`config.mk`:
```
export PLATFORM = sky130hd
export DESIGN_NAME = vfd_scan_timer
export DESIGN_NICKNAME = d
export VERILOG_FILES = /design/src/rtl/vfd_pkg.sv /design/src/rtl/vfd_regs.sv /design/src/rtl/vfd_prescaler.sv /design/src/rtl/vfd_slot_seq.sv /design/src/rtl/vfd_scan_timer.sv
export SDC_FILE = /design/constraint.sdc
export NUM_CORES = 1
export LEC_CHECK = 0
export BUFFER_PORTS_ARGS = -buffer_cell sky130_fd_sc_hd__buf_2
export CORE_MARGIN = 2
export CORE_UTILIZATION = 45
export CTS_CLUSTER_DIAMETER = 60
export DETAILED_ROUTE_END_ITERATION = 8
export PLACE_DENSITY = 0.65
export SYNTH_ARGS = -nofsm -noshare
export SYNTH_HDL_FRONTEND = slang
export SYNTH_SLANG_ARGS = --single-unit
export TNS_END_PERCENT = 100
```
`constraint.sdc`:
```
create_clock -name clk -period 2.4 [get_ports clk]
set_input_delay 0.12 -clock clk [delete_from_list [all_inputs] [get_ports clk]]
set_output_delay 0.12 -clock clk [all_outputs]
set_load 0.03 [all_outputs]
```
`src/rtl/vfd_pkg.sv`:
```
// Package: shared register addresses, field positions and the decoded
// configuration record used by the fluorescent display scan timer.
package vfd_pkg;
    localparam int REG_W = 8;

    localparam logic [2:0] A_MODE  = 3'd0;
    localparam logic [2:0] A_OUTC  = 3'd1;
    localparam logic [2:0] A_TDISP = 3'd2;
    localparam logic [2:0] A_TOFF1 = 3'd3;
    localparam logic [2:0] A_TOFF2 = 3'd4;

    localparam int MB_RUN     = 0;
    localparam int MB_SLOTS32 = 1;
    localparam int MB_GRAD    = 2;
    localparam int MB_SLOW    = 3;
    localparam int MB_PAUSE   = 4;

    localparam int OB_CMOS = 0;
    localparam int OB_HV   = 1;
    localparam int OB_POL  = 2;
    localparam int OB_REV  = 3;
    localparam int OB_IGN  = 4;

    typedef struct packed {
        logic             run;
        logic             slots32;
        logic             grad_en;
        logic             slow;
        logic [1:0]       pause;
        logic             cmos_toff;
        logic             hv_toff;
        logic             pol;
        logic             rev;
        logic             ign;
        logic [REG_W-1:0] tdisp;
        logic [REG_W-1:0] toff1;
        logic [REG_W-1:0] toff2;
    } vfd_cfg_t;
endpackage

```
`src/rtl/vfd_regs.sv`:
```
// Module: register file. Holds mode, output control, slot length and the
// two compare points. Assumes single-cycle writes and no read path;
// writes to unassigned addresses are dropped.
module vfd_regs
    import vfd_pkg::*;
(
    input  logic             clk,
    input  logic             rst_n,
    input  logic             wr_en,
    input  logic [2:0]       wr_addr,
    input  logic [REG_W-1:0] wr_data,
    output vfd_cfg_t         cfg
);
    // Capture register writes; all fields clear on reset.
    always_ff @(posedge clk) begin
        if (!rst_n) begin
            cfg <= '0;
        end else if (wr_en) begin
            case (wr_addr)
                A_MODE: begin
                    cfg.run     <= wr_data[MB_RUN];
                    cfg.slots32 <= wr_data[MB_SLOTS32];
                    cfg.grad_en <= wr_data[MB_GRAD];
                    cfg.slow    <= wr_data[MB_SLOW];
                    cfg.pause   <= wr_data[MB_PAUSE+1:MB_PAUSE];
                end
                A_OUTC: begin
                    cfg.cmos_toff <= wr_data[OB_CMOS];
                    cfg.hv_toff   <= wr_data[OB_HV];
                    cfg.pol       <= wr_data[OB_POL];
                    cfg.rev       <= wr_data[OB_REV];
                    cfg.ign       <= wr_data[OB_IGN];
                end
                A_TDISP: cfg.tdisp <= wr_data;
                A_TOFF1: cfg.toff1 <= wr_data;
                A_TOFF2: cfg.toff2 <= wr_data;
                default: ;
            endcase
        end
    end
endmodule

```
`src/rtl/vfd_prescaler.sv`:
```
// Module: clock prescaler. Emits a one-cycle tick every DIV_FAST or
// DIV_SLOW clocks while enabled; held at zero when disabled so a fresh
// start always begins a full prescaler period.
module vfd_prescaler #(
    parameter int DIV_FAST = 32,
    parameter int DIV_SLOW = 128
) (
    input  logic clk,
    input  logic rst_n,
    input  logic en,
    input  logic slow,
    output logic tick
);
    localparam int PRE_W = $clog2(DIV_SLOW);

    logic [PRE_W-1:0] pre_q;
    logic [PRE_W-1:0] limit;

    // Select the terminal count for the chosen division ratio.
    always_comb begin
        limit = slow ? PRE_W'(DIV_SLOW - 1) : PRE_W'(DIV_FAST - 1);
        tick  = en && (pre_q == limit);
    end

    // Advance the divider, wrapping at the terminal count.
    always_ff @(posedge clk) begin
        if (!rst_n || !en || tick) pre_q <= '0;
        else                       pre_q <= pre_q + 1'b1;
    end
endmodule

```
`src/rtl/vfd_slot_seq.sv`:
```
// Module: slot sequencer. Counts ticks within a slot, steps the slot index
// across a frame of 16 or 32 slots, inserts the inter-frame pause, raises
// the scan interrupt pulse and keeps the gradation flag. Assumes the
// prescaler is enabled by the `active` output.
module vfd_slot_seq
    import vfd_pkg::*;
#(
    parameter int MAX_SLOTS = 32,
    localparam int SLOT_W = $clog2(MAX_SLOTS)
) (
    input  logic              clk,
    input  logic              rst_n,
    input  vfd_cfg_t          cfg,
    input  logic              tick,
    output logic              active,
    output logic              in_pause,
    output logic [SLOT_W-1:0] slot,
    output logic [REG_W-1:0]  cnt,
    output logic              grad_flag,
    output logic              irq
);
    logic              run_prev;
    logic              start;
    logic [1:0]        pcnt;
    logic [SLOT_W-1:0] last;
    logic [REG_W-1:0]  set_pt;
    logic [REG_W-1:0]  clr_pt;

    // Derive the start edge, the last slot index and the gradation points.
    always_comb begin
        start  = cfg.run && !run_prev;
        last   = (cfg.slots32 && !cfg.grad_en) ? SLOT_W'(MAX_SLOTS - 1)
                                               : SLOT_W'(MAX_SLOTS/2 - 1);
        set_pt = cfg.pol ? cfg.toff2 : cfg.toff1;
        clr_pt = cfg.pol ? cfg.toff1 : cfg.toff2;
    end

    // Sequence slot counter, slot index, pause and interrupt pulse.
    always_ff @(posedge clk) begin
        if (!rst_n) begin
            run_prev <= 1'b0;
            active   <= 1'b0;
            in_pause <= 1'b0;
            slot     <= '0;
            cnt      <= '0;
            pcnt     <= '0;
            irq      <= 1'b0;
        end else begin
            run_prev <= cfg.run;
            irq      <= 1'b0;
            if (!cfg.run) begin
                active   <= 1'b0;
                in_pause <= 1'b0;
                slot     <= '0;
                cnt      <= '0;
                pcnt     <= '0;
            end else if (start) begin
                active   <= 1'b1;
                in_pause <= 1'b0;
                slot     <= '0;
                cnt      <= '0;
                pcnt     <= '0;
                irq      <= (cfg.pause == 2'd0);
            end else if (active && tick) begin
                if (cnt == cfg.tdisp) begin
                    cnt <= '0;
                    if (in_pause) begin
                        if (pcnt == cfg.pause - 2'd1) begin
                            in_pause <= 1'b0;
                            slot     <= '0;
                        end else begin
                            pcnt <= pcnt + 2'd1;
                        end
                    end else if (slot >= last) begin
                        slot <= '0;
                        irq  <= 1'b1;
                        if (cfg.pause != 2'd0) begin
                            in_pause <= 1'b1;
                            pcnt     <= '0;
                        end
                    end else begin
                        slot <= slot + 1'b1;
                        irq  <= (cfg.pause == 2'd0);
                    end
                end else begin
                    cnt <= cnt + 1'b1;
                end
            end
        end
    end

    // Track the gradation flag at its set and clear compare points.
    always_ff @(posedge clk) begin
        if (!rst_n || !active || !cfg.grad_en) grad_flag <= 1'b0;
        else if (cnt == set_pt)                grad_flag <= 1'b1;
        else if (cnt == clr_pt)                grad_flag <= 1'b0;
    end
endmodule

```
`src/rtl/vfd_scan_timer.sv`:
```
// Module: top of the fluorescent display scan timer. Joins the register
// file, prescaler and slot sequencer, then gates strobes and segments with
// the blanking window, applies inversion and forms the gradation output.
// Assumes seg_in already holds the data for the current digit.
module vfd_scan_timer
    import vfd_pkg::*;
#(
    parameter int MAX_SLOTS = 32,
    parameter int SEG_W     = 4,
    parameter int DIV_FAST  = 32,
    parameter int DIV_SLOW  = 128
) (
    input  logic                 clk,
    input  logic                 rst_n,
    input  logic                 wr_en,
    input  logic [2:0]           wr_addr,
    input  logic [REG_W-1:0]     wr_data,
    input  logic [SEG_W-1:0]     seg_in,
    output logic [MAX_SLOTS-1:0] digit_strb,
    output logic [SEG_W-1:0]     seg_out,
    output logic                 grad_out,
    output logic                 scan_irq
);
    localparam int SLOT_W = $clog2(MAX_SLOTS);

    vfd_cfg_t          cfg;
    logic              tick;
    logic              active;
    logic              in_pause;
    logic [SLOT_W-1:0] slot;
    logic [REG_W-1:0]  cnt;
    logic              grad_flag;
    logic              frame_on;
    logic              below;
    logic              hv_blank;
    logic              cm_blank;
    logic [SEG_W-1:0]  seg_raw;

    vfd_regs u_regs (
        .clk     (clk),
        .rst_n   (rst_n),
        .wr_en   (wr_en),
        .wr_addr (wr_addr),
        .wr_data (wr_data),
        .cfg     (cfg)
    );

    vfd_prescaler #(
        .DIV_FAST (DIV_FAST),
        .DIV_SLOW (DIV_SLOW)
    ) u_pre (
        .clk   (clk),
        .rst_n (rst_n),
        .en    (active),
        .slow  (cfg.slow),
        .tick  (tick)
    );

    vfd_slot_seq #(
        .MAX_SLOTS (MAX_SLOTS)
    ) u_seq (
        .clk       (clk),
        .rst_n     (rst_n),
        .cfg       (cfg),
        .tick      (tick),
        .active    (active),
        .in_pause  (in_pause),
        .slot      (slot),
        .cnt       (cnt),
        .grad_flag (grad_flag),
        .irq       (scan_irq)
    );

    // Work out the blanking window for each output group.
    always_comb begin
        frame_on = active && !in_pause;
        below    = cnt < cfg.toff1;
        hv_blank = cfg.hv_toff && below;
        cm_blank = cfg.cmos_toff && !cfg.ign && below;
    end

    // Decode the slot index into one strobe bit per slot.
    for (genvar g = 0; g < MAX_SLOTS; g++) begin : g_strb
        assign digit_strb[g] = frame_on && !hv_blank && (slot == SLOT_W'(g));
    end

    // Gate segment data, apply inversion and form gradation output.
    always_comb begin
        seg_raw  = (frame_on && !cm_blank) ? seg_in : '0;
        seg_out  = cfg.rev ? ~seg_raw : seg_raw;
        grad_out = frame_on && cfg.grad_en && grad_flag;
    end
endmodule

```
**After elaboration in Yosys (flattened, before gate mapping)**

Index checks and enable logic that the tools add are counted.

- Flip-flop bits (word level): 62
- Latch bits: 0
- Bits in writable memories: 0
- ROM bits: 0
- Input bits: 18
- Output and inout port bits: 38
- Logic and storage cells: 171
- Memories kept: 0

- Add/subtract/negate cells: 5
- Multiply operators: 0
- Div/mod/pow operators: 0
- Order comparisons: 2
- Equal/unequal tests: 42
- Shifts and indexed selects: 0
- Muxes and demuxes: 25
- Bitwise gates (word level): 3
- Reductions and logical operators: 72

Operators with widths:

| cell | number |
|---|---|
| 5-bit == test, second input constant | 16 |
| 1-bit logical AND | 44 |
| 5-bit by 4-bit == test with 1-bit output, second input constant | 8 |
| 8-bit == test | 3 |
| 8-bit 2-to-1 mux | 3 |
| 5-bit by 3-bit == test with 1-bit output, second input constant | 4 |
| 5-bit 2-to-1 mux | 4 |
| 2-bit AND reduction | 7 |
| 1-bit 2-to-1 mux | 11 |
| 5-bit by 2-bit == test with 1-bit output, second input constant | 2 |
| 8-bit by 1-bit adder with 8-bit output, second input constant | 1 |
| 1-bit zero test | 8 |
| 8-bit < comparator | 1 |
| 2-bit 2-to-1 mux | 4 |
| 4-bit 2-to-1 mux | 2 |
| 2-bit nonzero test | 4 |
| 7-bit by 1-bit adder with 7-bit output, second input constant | 1 |
| 7-bit == test | 1 |
| 7-bit 2-to-1 mux | 1 |
| 3-bit by 2-bit == test with 1-bit output, second input constant | 2 |
| 5-bit by 1-bit adder with 5-bit output, second input constant | 1 |
| 5-bit by 1-bit == test with 1-bit output, second input constant | 1 |
| 5-bit greater-or-equal comparator | 1 |
| 5-bit zero test | 1 |
| 14 further kinds | 18 |

**Logic depth before layout (Yosys ltp)**

- Word-level depth: 9
- Depth in mapped cells: 8
- Depth with buffers taken out: 7

**By module**

From an unflattened synthesis, not the netlist that was laid out.

- Cells, all modules: 460
- Area total of the unflattened synthesis: 3966.3 µm²

Modules (own cells, without submodules):

| module | times used | cells an instance | area an instance (µm²) |
|---|---|---|---|
| vfd_slot_seq | 1 | 172 | 1534.0 |
| vfd_regs | 1 | 128 | 1315.0 |
| vfd_scan_timer | 1 | 125 | 798.3 |
| vfd_prescaler | 1 | 35 | 319.1 |

**Worst setup path before layout**

OpenSTA, ideal clock, no wires.

- Path type: flip-flop to output port
- Start point: register u_regs.cfg[14] (netlist name)
- End point: output digit_strb[15]
- Arrival: 2.123 ns
- Required time: 2.280 ns
- Setup slack: 0.157 ns
- Cell stages (with the launch flop): 8
- Path buffers: 1
- Cell sequence: dfxtp_1 -> inv_1 -> ha_1 -> o2111a_1 -> inv_1 -> o21a_1 -> buf_1 -> nor3b_1

- Word-level cells in the longest chain between the ends: 5

Ends and longest elaborated chain:

| what | RTL line | text |
|---|---|---|
| 8-bit < comparator | vfd_scan_timer.sv:77 | `below = cnt < cfg.toff1;` |
| 1-bit logical AND | vfd_scan_timer.sv:78 | `hv_blank = cfg.hv_toff && below;` |
| 1-bit zero test | vfd_scan_timer.sv:84 | `assign digit_strb[g] = frame_on && !hv_blank && (slot == SLOT_W'(g));` |
| 1-bit logical AND (2 in series) | vfd_scan_timer.sv:84 |  |
| end: declaration | vfd_scan_timer.sv:19 | `output logic [MAX_SLOTS-1:0] digit_strb,` |

No other way between the ends.

**Worst setup path after layout**

- Start point: register u_seq.cnt[0]
- End point: output digit_strb[28]

- Word-level cells in the longest chain between the ends: 5

Ends and longest elaborated chain:

| what | RTL line | text |
|---|---|---|
| start: declaration | vfd_slot_seq.sv:18 | `output logic [REG_W-1:0] cnt,` |
| start signal: assignment | vfd_slot_seq.sv:86 | `cnt <= cnt + 1'b1;` |
| 8-bit < comparator | vfd_scan_timer.sv:77 |  |
| 1-bit logical AND | vfd_scan_timer.sv:78 |  |
| 1-bit zero test | vfd_scan_timer.sv:84 |  |
| 1-bit logical AND (2 in series) | vfd_scan_timer.sv:84 |  |

No other way between the ends.

==> results.md <==
| Stage | Quantity | Reported |
| --- | --- | --- |
| timing | TNS Setup | 0 ns |
| cts | Clock slew at the register clock pins of the worst setup and hold paths | 0.07 ns |
| route | Post-DR vias/cell | 5.37 |
| global routing | Number of antenna violations at the first check in global routing | 0 |
| synthesis | Top post-synthesis cells by area | sky130_fd_sc_hd__dfxtp_1 32%, sky130_fd_sc_hd__mux2i_1 8.9%, sky130_fd_sc_hd__xor2_1 6.4% |
| synthesis | Synthesized instance count | 471 |
| placement | DP HPWL | 6.73 mm |
| die | Std-Cell Core Area | 8260 um^2 |
| setup path | Path depth of the worst reg2reg path | 6 |
| route | First DRT Iteration DRCs | 168 |
| cts | Number of setup buffers added after CTS | 0 |
| layout | Total inserted antenna cells | 0 |
| setup path | Critical R2R Launch | u_pre.pre_q[0]$_SDFF_PP0_ |
| worst hold path | Number of cells on the worst hold path | 3 |
| cts | Clock tree root driver cell | sky130_fd_sc_hd__clkbuf_8 |
| die | Die extent in x | 96.4 um |
| global routing | Residual overflow from global routing | 0 |
| pwr | Worst voltage drop across the vdd grid | 0.259 mV |
| placement | Final weighted congestion in routability-driven placement | 0.877 |
| setup path | Data arrival time of the critical path | 2.16 ns |
| layout | Fraction of layout instances using a drive strength above 1 | 21.3% |
| cts | Total CTS buffers | 9 |
| synthesis | Post-synthesis async set-or-reset flop share | 0% |
| route | Overall routed net length | 9.03 mm |
| placement | Count of buffers from port buffering | 55 |
| die | Placement row count | 33 |
| timing | Number of endpoints with negative hold slack in the final report | 0 |
| route | # DRC | 0 |
| setup path | Worst Path Class, Setup | reg -> out |
| synthesis | Ranking of synthesized cells by instance count | 62 x sky130_fd_sc_hd__dfxtp_1, 53 x sky130_fd_sc_hd__nand2_1, 39 x sky130_fd_sc_hd__nor2_1 |
| cts | CTS H-Tree Depth | 3 |
| die | Die extent in y | 96.4 um |
| global routing | Vias in the first global route | 2984 |
| synthesis | Count leader, synth | sky130_fd_sc_hd__dfxtp_1 |
| timing | Count of final max-slew check failures | 0 |
| synthesis | Net count after synthesis | 506 |
| status | Run status | completed |
| die | Overall die area | 9300 um^2 |
| global routing | Pin count of the biggest net entering global routing | 33 |
| pwr | Power density over the cells | 464 nW/um^2 |
| setup path | Register-to-Register Setup Slack | 0.35 ns |
| route | DR WL/cell | 14.3 um |
| cts | TritonCTS clock tree | built |
| cts | Clk buf depth | 2 |
| timing | Slew @ Worst Pin | 0.759 ns |
| synthesis | Most common flop cell mapped by yosys | sky130_fd_sc_hd__dfxtp_1 |
| pwr | Total leakage power | 1.79 nW |
| global routing | Global route hottest layer | met2 |
| synthesis | Post-synth top area share | 32.3% |
| synthesis | Warning count from the yosys run | 0 |
| timing | Post-layout worst setup margin | 0.116 ns |
| setup path | CP endpoint kind | primary output |
| route | Via count | 3395 |
| worst hold path | Path type of the worst min-delay path | in -> reg |
| route | First-pass iteration count of the detailed router | 5 |
| die | I/O Pins | 56 |
| die | Initial Util | 46.6% |
| timing | Number of setup violations in the final report | 0 |
| synthesis | Sequential-to-total area share from yosys stat | 32.3% |
| route | Final ANT Viol Nets | 0 |
| layout | Design Area, Final | 4570 um^2 |
| timing | Maximum clock frequency | 438 MHz |
| placement | Worst-case setup slack after placement | 0.295 ns |
| flow run | Max-capacitance violation count | 0 |
| synthesis | Total standard cell area after synthesis | 3840 um^2 |
| layout | Number of nets in the layout | 557 |
| setup path | Terminus of the critical flop-to-flop path | u_seq.slot[3]$_SDFFE_PP0P_ |
| worst hold path | Start point of the worst hold path | wr_data[7] |
| synthesis | Post-synth cell types | 48 |
| global routing | Met3 track demand over resource | 3.03% |
| timing | Share of the cycle needed by the critical path after routing | 95.2% |
| worst hold path | Worst-case hold path end point | u_regs.cfg[15]$_SDFFE_PN0P_ |
| timing | Slew HR | 49.2% |
| global routing | Met1 Use GR | 27.7% |
| synthesis | Seq cells post-synth | 62 |
| timing | Final Hold Slack | 0.0525 ns |
| placement | Post-placement cell area | 4240 um^2 |
| setup path | Req. time, crit path | 2.28 ns |
| timing | Final Critical Period | 2.28 ns |
| layout | Core Util, Final | 55.3% |
| cts | Clk Latency, worst-skew pair | 0.34 ns |
| timing | Clock skew after layout | 0.0108 ns |
| setup path | Highest fanout seen on the critical path | 16 |
| synthesis | Library cell with the largest summed area after synthesis | sky130_fd_sc_hd__dfxtp_1 |
| layout | Area growth from synthesis to layout | 18.8% |
| synthesis | Post-Syn Area per Cell | 8.16 um^2 |
| synthesis | Count of flip-flops with a built-in enable after synthesis | 0 |
| layout | Fillers | 795 |
| cts | TritonCTS Sinks | 62 |
| global routing | Global-route total usage across every layer | 20.0% |
| global routing | Global-route track usage on met2 | 32.3% |
| global routing | Wire length of the first global-routing pass | 14.3 mm |
| setup path | Kind of start point of the critical path | flop |
-- layout by cell type, fill, tap and decap left out, types with 14 or more instances in the layout --
master,netlist,routed
sky130_fd_sc_hd__xor2_1,28,28
sky130_fd_sc_hd__nor2b_1,23,23
sky130_fd_sc_hd__nand4_1,14,14
sky130_fd_sc_hd__nand2_1,53,53
sky130_fd_sc_hd__buf_4,1,20
sky130_fd_sc_hd__nand3_1,25,25
sky130_fd_sc_hd__a21boi_0,16,16
sky130_fd_sc_hd__buf_2,3,47
sky130_fd_sc_hd__nor2_1,39,38
sky130_fd_sc_hd__xnor2_1,14,14
sky130_fd_sc_hd__inv_1,18,18
sky130_fd_sc_hd__nor3_1,18,17
sky130_fd_sc_hd__mux2i_1,34,34
sky130_fd_sc_hd__dfxtp_1,62,54
sky130_fd_sc_hd__ha_1,17,16
-- state kept, by name, summed over array words and instances, names as in the netlist --
name / flops
u_pre.pre_q: 7
u_regs.cfg: 35
u_seq.active: 1
u_seq.cnt: 8
u_seq.grad_flag: 1
u_seq.in_pause: 1
u_seq.irq: 1
u_seq.pcnt: 2
u_seq.run_prev: 1
u_seq.slot: 5
-- power by group --
group          total (W)  internal (W)  switching [W]
clock           0.000930      0.000491       0.000439
sequential       0.00105       0.00104      0.0000114
combinational   0.000139     0.0000597      0.0000793
-- metrics by stage --
stage | instances | power, W
after floorplan | 471 | 0.00116
after global placement | 615 | 0.00121
after detailed placement | 615 | 0.00121
after CTS | 631 | 0.00214
after global routing | 632 | 0.00221
final | 632 | 0.00212
-- worst max-delay path by stage --
stage,depth (start not counted),start,slack (ns),end
final,7,u_seq.cnt[0]$_SDFFE_PP0P_,0.12,digit_strb[28]
after global routing,9,u_regs.cfg[14]$_SDFFE_PN0P_,-0.01,digit_strb[28]
after CTS,8,u_regs.cfg[14]$_SDFFE_PN0P_,0.004,digit_strb[17]
after detailed placement,8,u_regs.cfg[11]$_SDFFE_PN0P_,0.29,digit_strb[4]
after global placement,8,u_regs.cfg[11]$_SDFFE_PN0P_,0.34,digit_strb[15]
after floorplan,7,u_regs.cfg[14]$_SDFFE_PN0P_,0.16,digit_strb[15]
-- worst max-delay path, cell delays in order, from the launching register on --
cell and delay, ns:
sky130_fd_sc_hd__dfxtp_1 0.54, sky130_fd_sc_hd__nand2b_1 0.16, sky130_fd_sc_hd__a21o_1 0.18, sky130_fd_sc_hd__a31oi_4 0.12, sky130_fd_sc_hd__o21a_4 0.25, sky130_fd_sc_hd__clkbuf_16 0.17
sky130_fd_sc_hd__nor3b_1 0.19, sky130_fd_sc_hd__buf_2 0.22
-- cells by family (layout without fill, tap and decap cells) --
family	Yosys count	after routing	share of synthesized area [%]
compound gates	57	57	10.5
xor+xnor	42	42	9.57
fa+ha+maj	17	17	5.53
buf+inv	49	105	5.17
flops	62	62	32.3
mux	34	34	8.85
simple gates	210	210	28.1
-- area by class of cell --
| type | count | area [um^2] | share of cell area [%] |
|---|---|---|---|
| multi-input cells | 360 | 2470 | 54.1 |
| flip-flops and latches | 62 | 1250 | 27.4 |
| repair buffers | 70 | 438 | 9.59 |
| well taps | 105 | 131 | 2.88 |
| clock buffers | 9 | 124 | 2.71 |
| clock inverters | 7 | 80.1 | 1.75 |
| inverters | 19 | 71.3 | 1.56 |
-- per-layer routing --
metal | up-vias | wire length (um)
met3 | 11 | 382
met5 | - | 0
met1 | 1598 | 4530
met2 | 68 | 4010
li1 | 1718 | -
met4 | 0 | 106
-- repair_timing --
| action | CTS | global route |
|---|---|---|
| gates resized for setup | 6 | 22 |
| pin swaps | 0 | 1 |
| setup endpoints to repair | 32 | 36 |
| hold buffers | 0 | 0 |
| gates cloned | 0 | 1 |
Power figures use the tool's default switching activity.
